<file path="src/rtl/charport_pkg.sv">
package charport_pkg;
   // Which register a bus access selects
   typedef enum logic [1:0] {
      SEL_NONE = 2'd0,
      SEL_DATA = 2'd1,
      SEL_STAT = 2'd2
   } reg_sel_e;
endpackage

</file>
<file path="src/rtl/charport_dec.sv">
module charport_dec
   import charport_pkg::*;
#(
   parameter int               ADDR_W    = 16,
   parameter int               PORT_W    = 8,
   parameter bit               ISOLATED  = 1'b0,
   parameter logic [ADDR_W-1:0] BASE_ADDR = 'h0204
) (
   input  logic [ADDR_W-1:0] addr,
   input  logic              mem_rd,
   input  logic              mem_wr,
   input  logic              io_rd,
   input  logic              io_wr,
   output reg_sel_e          rd_sel,
   output reg_sel_e          wr_sel
);
   logic rd_en, wr_en, hit_d, hit_s;

   generate
      if (ISOLATED) begin : g_port_space
         localparam logic [PORT_W-1:0] P_DATA = BASE_ADDR[PORT_W-1:0];
         localparam logic [PORT_W-1:0] P_STAT = P_DATA + 1'b1;
         logic [PORT_W-1:0] port;
         logic              unused_mem;
         assign port       = addr[PORT_W-1:0];
         assign hit_d      = (port == P_DATA);
         assign hit_s      = (port == P_STAT);
         assign rd_en      = io_rd;
         assign wr_en      = io_wr;
         assign unused_mem = ^{mem_rd, mem_wr, addr[ADDR_W-1:PORT_W]};
      end else begin : g_mem_space
         localparam logic [ADDR_W-1:0] A_DATA = BASE_ADDR;
         localparam logic [ADDR_W-1:0] A_STAT = BASE_ADDR + 1'b1;
         logic unused_io;
         assign hit_d     = (addr == A_DATA);
         assign hit_s     = (addr == A_STAT);
         assign rd_en     = mem_rd;
         assign wr_en     = mem_wr;
         assign unused_io = ^{io_rd, io_wr};
      end
   endgenerate

   always_comb begin
      rd_sel = SEL_NONE;
      wr_sel = SEL_NONE;
      if (rd_en && hit_d)      rd_sel = SEL_DATA;
      else if (rd_en && hit_s) rd_sel = SEL_STAT;
      if (wr_en && hit_d)      wr_sel = SEL_DATA;
      else if (wr_en && hit_s) wr_sel = SEL_STAT;
   end
endmodule

</file>
<file path="src/rtl/charport_core.sv">
module charport_core
   import charport_pkg::*;
#(
   parameter int DATA_W    = 8,
   parameter int START_CMD = 1
) (
   input  logic              clk,
   input  logic              rst,
   input  reg_sel_e          rd_sel,
   input  reg_sel_e          wr_sel,
   input  logic [DATA_W-1:0] wdata,
   input  logic              dev_valid,
   input  logic [DATA_W-1:0] dev_char,
   output logic              dev_start,
   output logic              busy,
   output logic              ready,
   output logic [DATA_W-1:0] data
);
   localparam logic [DATA_W-1:0] CMD = START_CMD[DATA_W-1:0];

   logic start_ok, capture, drain;

   assign start_ok = (wr_sel == SEL_STAT) && (wdata == CMD) && !busy;
   assign capture  = dev_valid && busy;
   assign drain    = (rd_sel == SEL_DATA);

   always_ff @(posedge clk) begin
      if (rst) begin
         dev_start <= 1'b0;
         busy      <= 1'b0;
         ready     <= 1'b0;
         data      <= '0;
      end else begin
         dev_start <= start_ok;
         if (capture) begin
            data  <= dev_char;
            ready <= 1'b1;
            busy  <= 1'b0;
         end else if (start_ok) begin
            busy  <= 1'b1;
            ready <= 1'b0;
         end else if (drain) begin
            ready <= 1'b0;
         end
      end
   end
endmodule

</file>
<file path="src/rtl/charport_rdmux.sv">
module charport_rdmux
   import charport_pkg::*;
#(
   parameter int DATA_W = 8
) (
   input  reg_sel_e          rd_sel,
   input  logic              busy,
   input  logic              ready,
   input  logic [DATA_W-1:0] data,
   output logic [DATA_W-1:0] rdata
);
   logic [DATA_W-1:0] status;
   assign status = {ready, {(DATA_W-2){1'b0}}, busy};

   always_comb begin
      unique case (rd_sel)
         SEL_DATA: rdata = data;
         SEL_STAT: rdata = status;
         default:  rdata = '0;
      endcase
   end
endmodule

</file>
<file path="src/rtl/charport_regif.sv">
module charport_regif
   import charport_pkg::*;
#(
   parameter int               ADDR_W    = 16,
   parameter int               DATA_W    = 8,
   parameter int               PORT_W    = 8,
   parameter bit               ISOLATED  = 1'b0,
   parameter logic [ADDR_W-1:0] BASE_ADDR = 'h0204,
   parameter int               START_CMD = 1
) (
   input  logic              clk,
   input  logic              rst,
   input  logic [ADDR_W-1:0] bus_addr,
   input  logic [DATA_W-1:0] bus_wdata,
   input  logic              mem_rd,
   input  logic              mem_wr,
   input  logic              io_rd,
   input  logic              io_wr,
   output logic [DATA_W-1:0] bus_rdata,
   output logic              dev_start,
   input  logic              dev_valid,
   input  logic [DATA_W-1:0] dev_char
);
   // Elaboration-time parameter checks
   if (DATA_W < 2) begin : g_bad_data_w
      $error("DATA_W must be at least 2");
   end
   if (PORT_W < 1 || PORT_W >= ADDR_W) begin : g_bad_port_w
      $error("PORT_W must be between 1 and ADDR_W-1");
   end
   if (ISOLATED && (BASE_ADDR[PORT_W-1:0] == {PORT_W{1'b1}})) begin : g_bad_port_base
      $error("status port does not fit in the port space");
   end
   if (!ISOLATED && (BASE_ADDR == {ADDR_W{1'b1}})) begin : g_bad_mem_base
      $error("status address does not fit in the address space");
   end
   if (START_CMD < 0 || START_CMD >= (1 << DATA_W)) begin : g_bad_cmd
      $error("START_CMD must fit in DATA_W bits");
   end

   reg_sel_e          rd_sel, wr_sel;
   logic              busy_w, ready_w;
   logic [DATA_W-1:0] data_w;

   charport_dec #(
      .ADDR_W(ADDR_W), .PORT_W(PORT_W), .ISOLATED(ISOLATED), .BASE_ADDR(BASE_ADDR)
   ) u_dec (
      .addr(bus_addr), .mem_rd(mem_rd), .mem_wr(mem_wr),
      .io_rd(io_rd), .io_wr(io_wr), .rd_sel(rd_sel), .wr_sel(wr_sel)
   );

   charport_core #(
      .DATA_W(DATA_W), .START_CMD(START_CMD)
   ) u_core (
      .clk(clk), .rst(rst), .rd_sel(rd_sel), .wr_sel(wr_sel), .wdata(bus_wdata),
      .dev_valid(dev_valid), .dev_char(dev_char), .dev_start(dev_start),
      .busy(busy_w), .ready(ready_w), .data(data_w)
   );

   charport_rdmux #(
      .DATA_W(DATA_W)
   ) u_rdmux (
      .rd_sel(rd_sel), .busy(busy_w), .ready(ready_w), .data(data_w), .rdata(bus_rdata)
   );
endmodule

</file>
<file path="config.mk">
export PLATFORM = sky130hd
export DESIGN_NAME = charport_regif
export DESIGN_NICKNAME = d
export VERILOG_FILES = /design/src/rtl/charport_pkg.sv /design/src/rtl/charport_dec.sv /design/src/rtl/charport_core.sv /design/src/rtl/charport_rdmux.sv /design/src/rtl/charport_regif.sv
export SDC_FILE = /design/constraint.sdc
export NUM_CORES = 1
export LEC_CHECK = 0
export BUFFER_PORTS_ARGS = -buffer_cell sky130_fd_sc_hd__buf_2
export CORE_MARGIN = 2
export CORE_UTILIZATION = 32
export DETAILED_ROUTE_END_ITERATION = 8
export PLACE_DENSITY = 0.73
export SETUP_SLACK_MARGIN = 0.3
export SLEW_MARGIN = 20
export SYNTH_ARGS = -nofsm -noshare
export SYNTH_HDL_FRONTEND = slang
export SYNTH_SLANG_ARGS = --single-unit
</file>
<file path="constraint.sdc">
create_clock -name clk -period 1 [get_ports clk]
set_input_delay 0.1 -clock clk [delete_from_list [all_inputs] [get_ports clk]]
set_output_delay 0.1 -clock clk [all_outputs]
set_load 0.02 [all_outputs]
</file>
* Yosys cells after proc, flatten, opt, wreduce, memory -nomap -nowiden
Cells that the tools add are included.
** Word-level totals
- Output and inout bits :: 9
- Logic and storage cells :: 28
- Flip-flop bits (word level) :: 11
- Input port bits :: 39
** Operators by class
- Reduce and logical (&&, ||, !) cells :: 10
- Multiplexer cells :: 8
- Equality and inequality tests :: 6
** Operator list (count)
- == test 16 x 10 -> 1 bit, second input constant :: 2
- case mux 8 bit (2 select lines) :: 1
- == test 8 x 1 -> 1 bit, second input constant :: 1
- two-way mux 2 bit :: 4
- logical AND 1 bit :: 7
- == test 2 bit, second input constant :: 2
- two-way mux 1 bit :: 3
- nonzero test 3 bit :: 1
- == test 2 x 1 -> 1 bit, second input constant :: 1
- OR reduction 2 bit :: 1
- zero test 1 bit :: 1

* Logic depth before layout (Yosys ltp)
- Depth after elaboration :: 9
- Gate-level depth with buffers :: 4
- Gate-level depth less buffers :: 4

* Modules after synthesis
From an unflattened synthesis, not the netlist that was laid out.
** Second synthesis, totals
- Cells, all modules :: 75
- Area, all modules :: 609.3 µm²
** By module, submodules not included
- charport_core :: times used 1, seq. area each 220.2 µm², area an instance 436.7 µm², cells an instance 50
- charport_rdmux :: times used 1, seq. area each 0.0 µm², area an instance 100.1 µm², cells an instance 14
- charport_dec :: times used 1, seq. area each 0.0 µm², area an instance 72.6 µm², cells an instance 11

* Least setup slack after synthesis
OpenSTA, ideal clock, no wires.
- Path kind :: input to output
- Start :: input port bus_addr[10]
- End :: output port bus_rdata[0]
- Setup slack :: -0.194 ns
- Arrival time :: 1.094 ns
- Cell stages on the path :: 4
- Required time :: 0.900 ns
- Path buffers :: 0
- Cell sequence :: nor4_2 > nand4_2 > or2_1 > nor2_1
** On the way
- Word-level cells in the longest chain between the ends :: 6
** RTL lines
- start: declaration :: RTL line charport_regif.sv:13 : input logic [ADDR_W-1:0] bus_addr,
- == test 16 x 10 -> 1 bit :: RTL line charport_dec.sv:36 : assign hit_s = (addr == A_STAT);
- logical AND 1 bit :: RTL line charport_dec.sv:47 : else if (rd_en && hit_s) rd_sel = SEL_STAT;
- two-way mux 2 bit :: RTL line charport_dec.sv:47
- two-way mux 2 bit (*) :: RTL line charport_dec.sv:46 : if (rd_en && hit_d) rd_sel = SEL_DATA;
- == test 2 bit / == test 2 x 1 -> 1 bit (equally long branches) :: RTL line charport_rdmux.sv:16 : unique case (rd_sel)
- case mux 8 bit (2 select lines) (*) :: RTL line charport_rdmux.sv:16
- end: declaration :: RTL line charport_regif.sv:19 : output logic [DATA_W-1:0] bus_rdata,
Mark *: on every way between the ends. The rest lies on a longest branch, timed or not.

* Final worst setup path
- Start :: input port bus_addr[10]
- End :: output port bus_rdata[4]
The elaborated chain is that of the path after synthesis.

==> impl_metrics.csv <==
group,metric,value,unit
outcome,status,"finished with violations",
outcome,violations,"setup timing",
global_route,grt_max_degree,12,
power,ir_worst_vdd,591.3,µV
floorplanning,die-area,2055,µm²
final_layout,final_core_util,0.6541,
setup_path,cp.arrival,1.20,ns
power,power.density,846.0,nW/µm²
setup_path,worst_setup_path_start_kind,"input pin",
final_layout,final_common_cell,"buf_2",
clocking,clockBufferDepth,2,
clocking,cts-root-buf,"clkbuf_4",
clocking,cts_tree,"built",
floorplanning,die_w,45.34,µm
final_layout,drive_gt1_frac,0.7083,
sta,setup_ws,-0.2993,ns
placement,hpwl,1188,µm
floorplanning,coreArea,1559,µm²
sta,grt_setup_unrepaired,"true",
detailed_routing,wl,1618,µm
detailed_routing,via_per_inst,5.066,
logic_synthesis,synthCells,69,
final_layout,mostFrequentLayoutCells,"32 x buf_2, 9 x nand2_1, 9 x buf_6, 9 x dfxtp_1",
final_layout,diodes,0,
clocking,clk_pin_slew,0.07,ns
placement,numPortBuffers,45,
sta,tns,-2.295,ns
sta,max-slew-margin-rel,0.7170,
worst_hold_path,hold_path_class,"in -> reg",
setup_path,critPathRequiredTime,0.90,ns
global_route,grt_usage,0.1645,
detailed_routing,drt_iter0_drc,4,
power,p_comb_frac,0.146,
global_route,overflow,0,
final_layout,syn_to_final_growth,86.50,%
logic_synthesis,avgSynthCellArea,7.924,µm²
detailed_routing,drtAntennaViolNets,0,
logic_synthesis,syn_nets,108,
power,pwr-share-seq,0.507,
clocking,htree_levels,1,
placement,gp_congestion,0.6903,
global_route,grt_first_pass_wirelength,2435,µm
final_layout,layout.nets,160,
floorplanning,dieHeight,45.34,µm
sta,skew,0.0005548,ns
detailed_routing,num_vias,689,
power,power.leakage,0.0004412,µW
sta,maxSlewViolCount,0,
floorplanning,num_rows,14,
setup_path,crit_fanout,6,
sta,finalCritPeriodShare,1.299,
logic_synthesis,ys_types,20,
logic_synthesis,syn_area,546.8,µm²
sta,setup_violations,9,
clocking,cts.sinks,11,
sta,tightest_slew,0.4206,ns
floorplanning,initial_utilization,0.3507,
logic_synthesis,synth-seq-cells,11,
detailed_routing,drc,0,
power,clock_power_share,0.347,
power,p_int,663.2,µW
setup_path,path_class,"in -> out",
logic_synthesis,yosys.area.top_type,"dfxtp_1",
power,swShare,0.2313,
global_route,antenna_found_initial,0,
logic_synthesis,synth_area_leaders,"dfxtp_1 40%, nand2_1 12%, a21oi_1 8.2%",
sta,max_freq,769.7,MHz
logic_synthesis,yosysWarningCount,0,
sta,fin_crit,1.299,ns
global_route,grt_pass1_vias,628,
detailed_routing,wire_per_inst,11.90,µm
power,switchingPower,199.5,µW
clocking,clock_latency,0.26,ns
floorplanning,ioPinCount,48,
logic_synthesis,synth_top_area_frac,0.4027,
clocking,cts_inserted_buffers,3,
flow_run,cap_violations,0,
final_layout,fillers,134,
sta,final-hold-violation-count,0,
detailed_routing,firstDrtPassIters,2,
setup_path,cp-end-kind,"primary output",
logic_synthesis,synth_seq_area_share,0.4027,
[registers in the layout (all words and copies together) (netlist names)]
signal / cells
u_core.busy: 1
u_core.ready: 1
u_core.dev_start: 1
u_core.data: 8
[power groups by stage]
stage | Clock, µW | Combinational (µW) | Sequential [µW]
global placement | 0 | 104 | 448
floorplan | 0 | 22.9 | 448
global route | 327 | 136 | 437
finish | 299 | 126 | 438
detailed placement | 0 | 107 | 448
CTS | 305 | 124 | 438
[layout make-up]
| type | count | area [µm²] | share of cell area |
|---|---|---|---|
| flip-flops and latches | 11 | 222.7 | 0.2184 |
| repair buffers | 48 | 314.1 | 0.3080 |
| inverters | 2 | 7.507 | 0.007362 |
| well taps | 16 | 20.02 | 0.01963 |
| clock buffers | 4 | 26.28 | 0.02577 |
| multi-input cells | 55 | 429.2 | 0.4209 |
[worst max-delay path, stage by stage]
cell	delay [ns]
buf_6	0.10
nor4_4	0.28
nand4_2	0.17
nor3_4	0.24
and2_2	0.19
buf_4	0.13
[synthesized netlist by cell type]
cell,instances
nand3_1,1
nand2_1,17
a32oi_1,1
a21oi_1,9
and2_1,7
dfxtp_1,11
clkbuf_1,2
o21ai_0,1
and4bb_2,1
nor4_1,1
nor4_2,2
inv_1,2
and4b_1,1
mux2i_1,2
or2_1,1
nand4_2,1
nor3_2,1
nor3_1,3
o21a_1,1
nor2_1,4
[cells by family after synthesis]
family / share of synthesized area
multiplexers: 0.03661
AO/OA/AOI/OAI: 0.1213
flip-flops: 0.4027
buffers and inverters: 0.02747
AND/OR/NAND/NOR: 0.4119
[repair_timing]
item / in CTS / in global routing
pin swaps: 2 / 1
hold buffers: 0 / 0
setup buffers: 1 / 0
endpoints found under the setup margin: 20 / 20
gates resized for setup: 31 / 9
cloned: 1 / 0
[through the flow]
step | cells | area, µm² | total power (µW) | worst slack, ns | hold WS [ns]
5_1_grt | 136 | 1020 | 900.5 | -0.3918 | 0.06984
6_report | 136 | 1020 | 862.7 | -0.2993 | 0.07395
3_3_place_gp | 130 | 845.8 | 551.4 | -0.3576 | 0.3483
4_1_cts | 136 | 992.2 | 866.4 | -0.2986 | 0.06961
3_5_place_dp | 130 | 845.8 | 554.6 | -0.3902 | 0.3529
2_1_floorplan | 69 | 603.1 | 470.8 | -0.06799 | 0.2428
[layer usage]
metal / wire length (µm) / GRT usage
met2: 842 / 0.3000
met1: 617 / 0.1753
met3: 137 / 0.03200
met4: 19 / 0.08824
met5: 0 / 0
[final timing paths]
path	endpoint	slack, ns	depth (start not counted)	startpoint
min	u_core.data[1]$_SDFFE_PP0P_	0.07	3	dev_char[1]
max	bus_rdata[4]	-0.30	6	bus_addr[10]
max reg2reg	u_core.ready$_SDFFE_PP0P_	-0.04	4	u_core.busy$_SDFFE_PP0P_
min reg2reg	u_core.data[3]$_SDFFE_PP0P_	0.45	2	u_core.data[3]$_SDFFE_PP0P_
(Power assumes the default switching activity.)
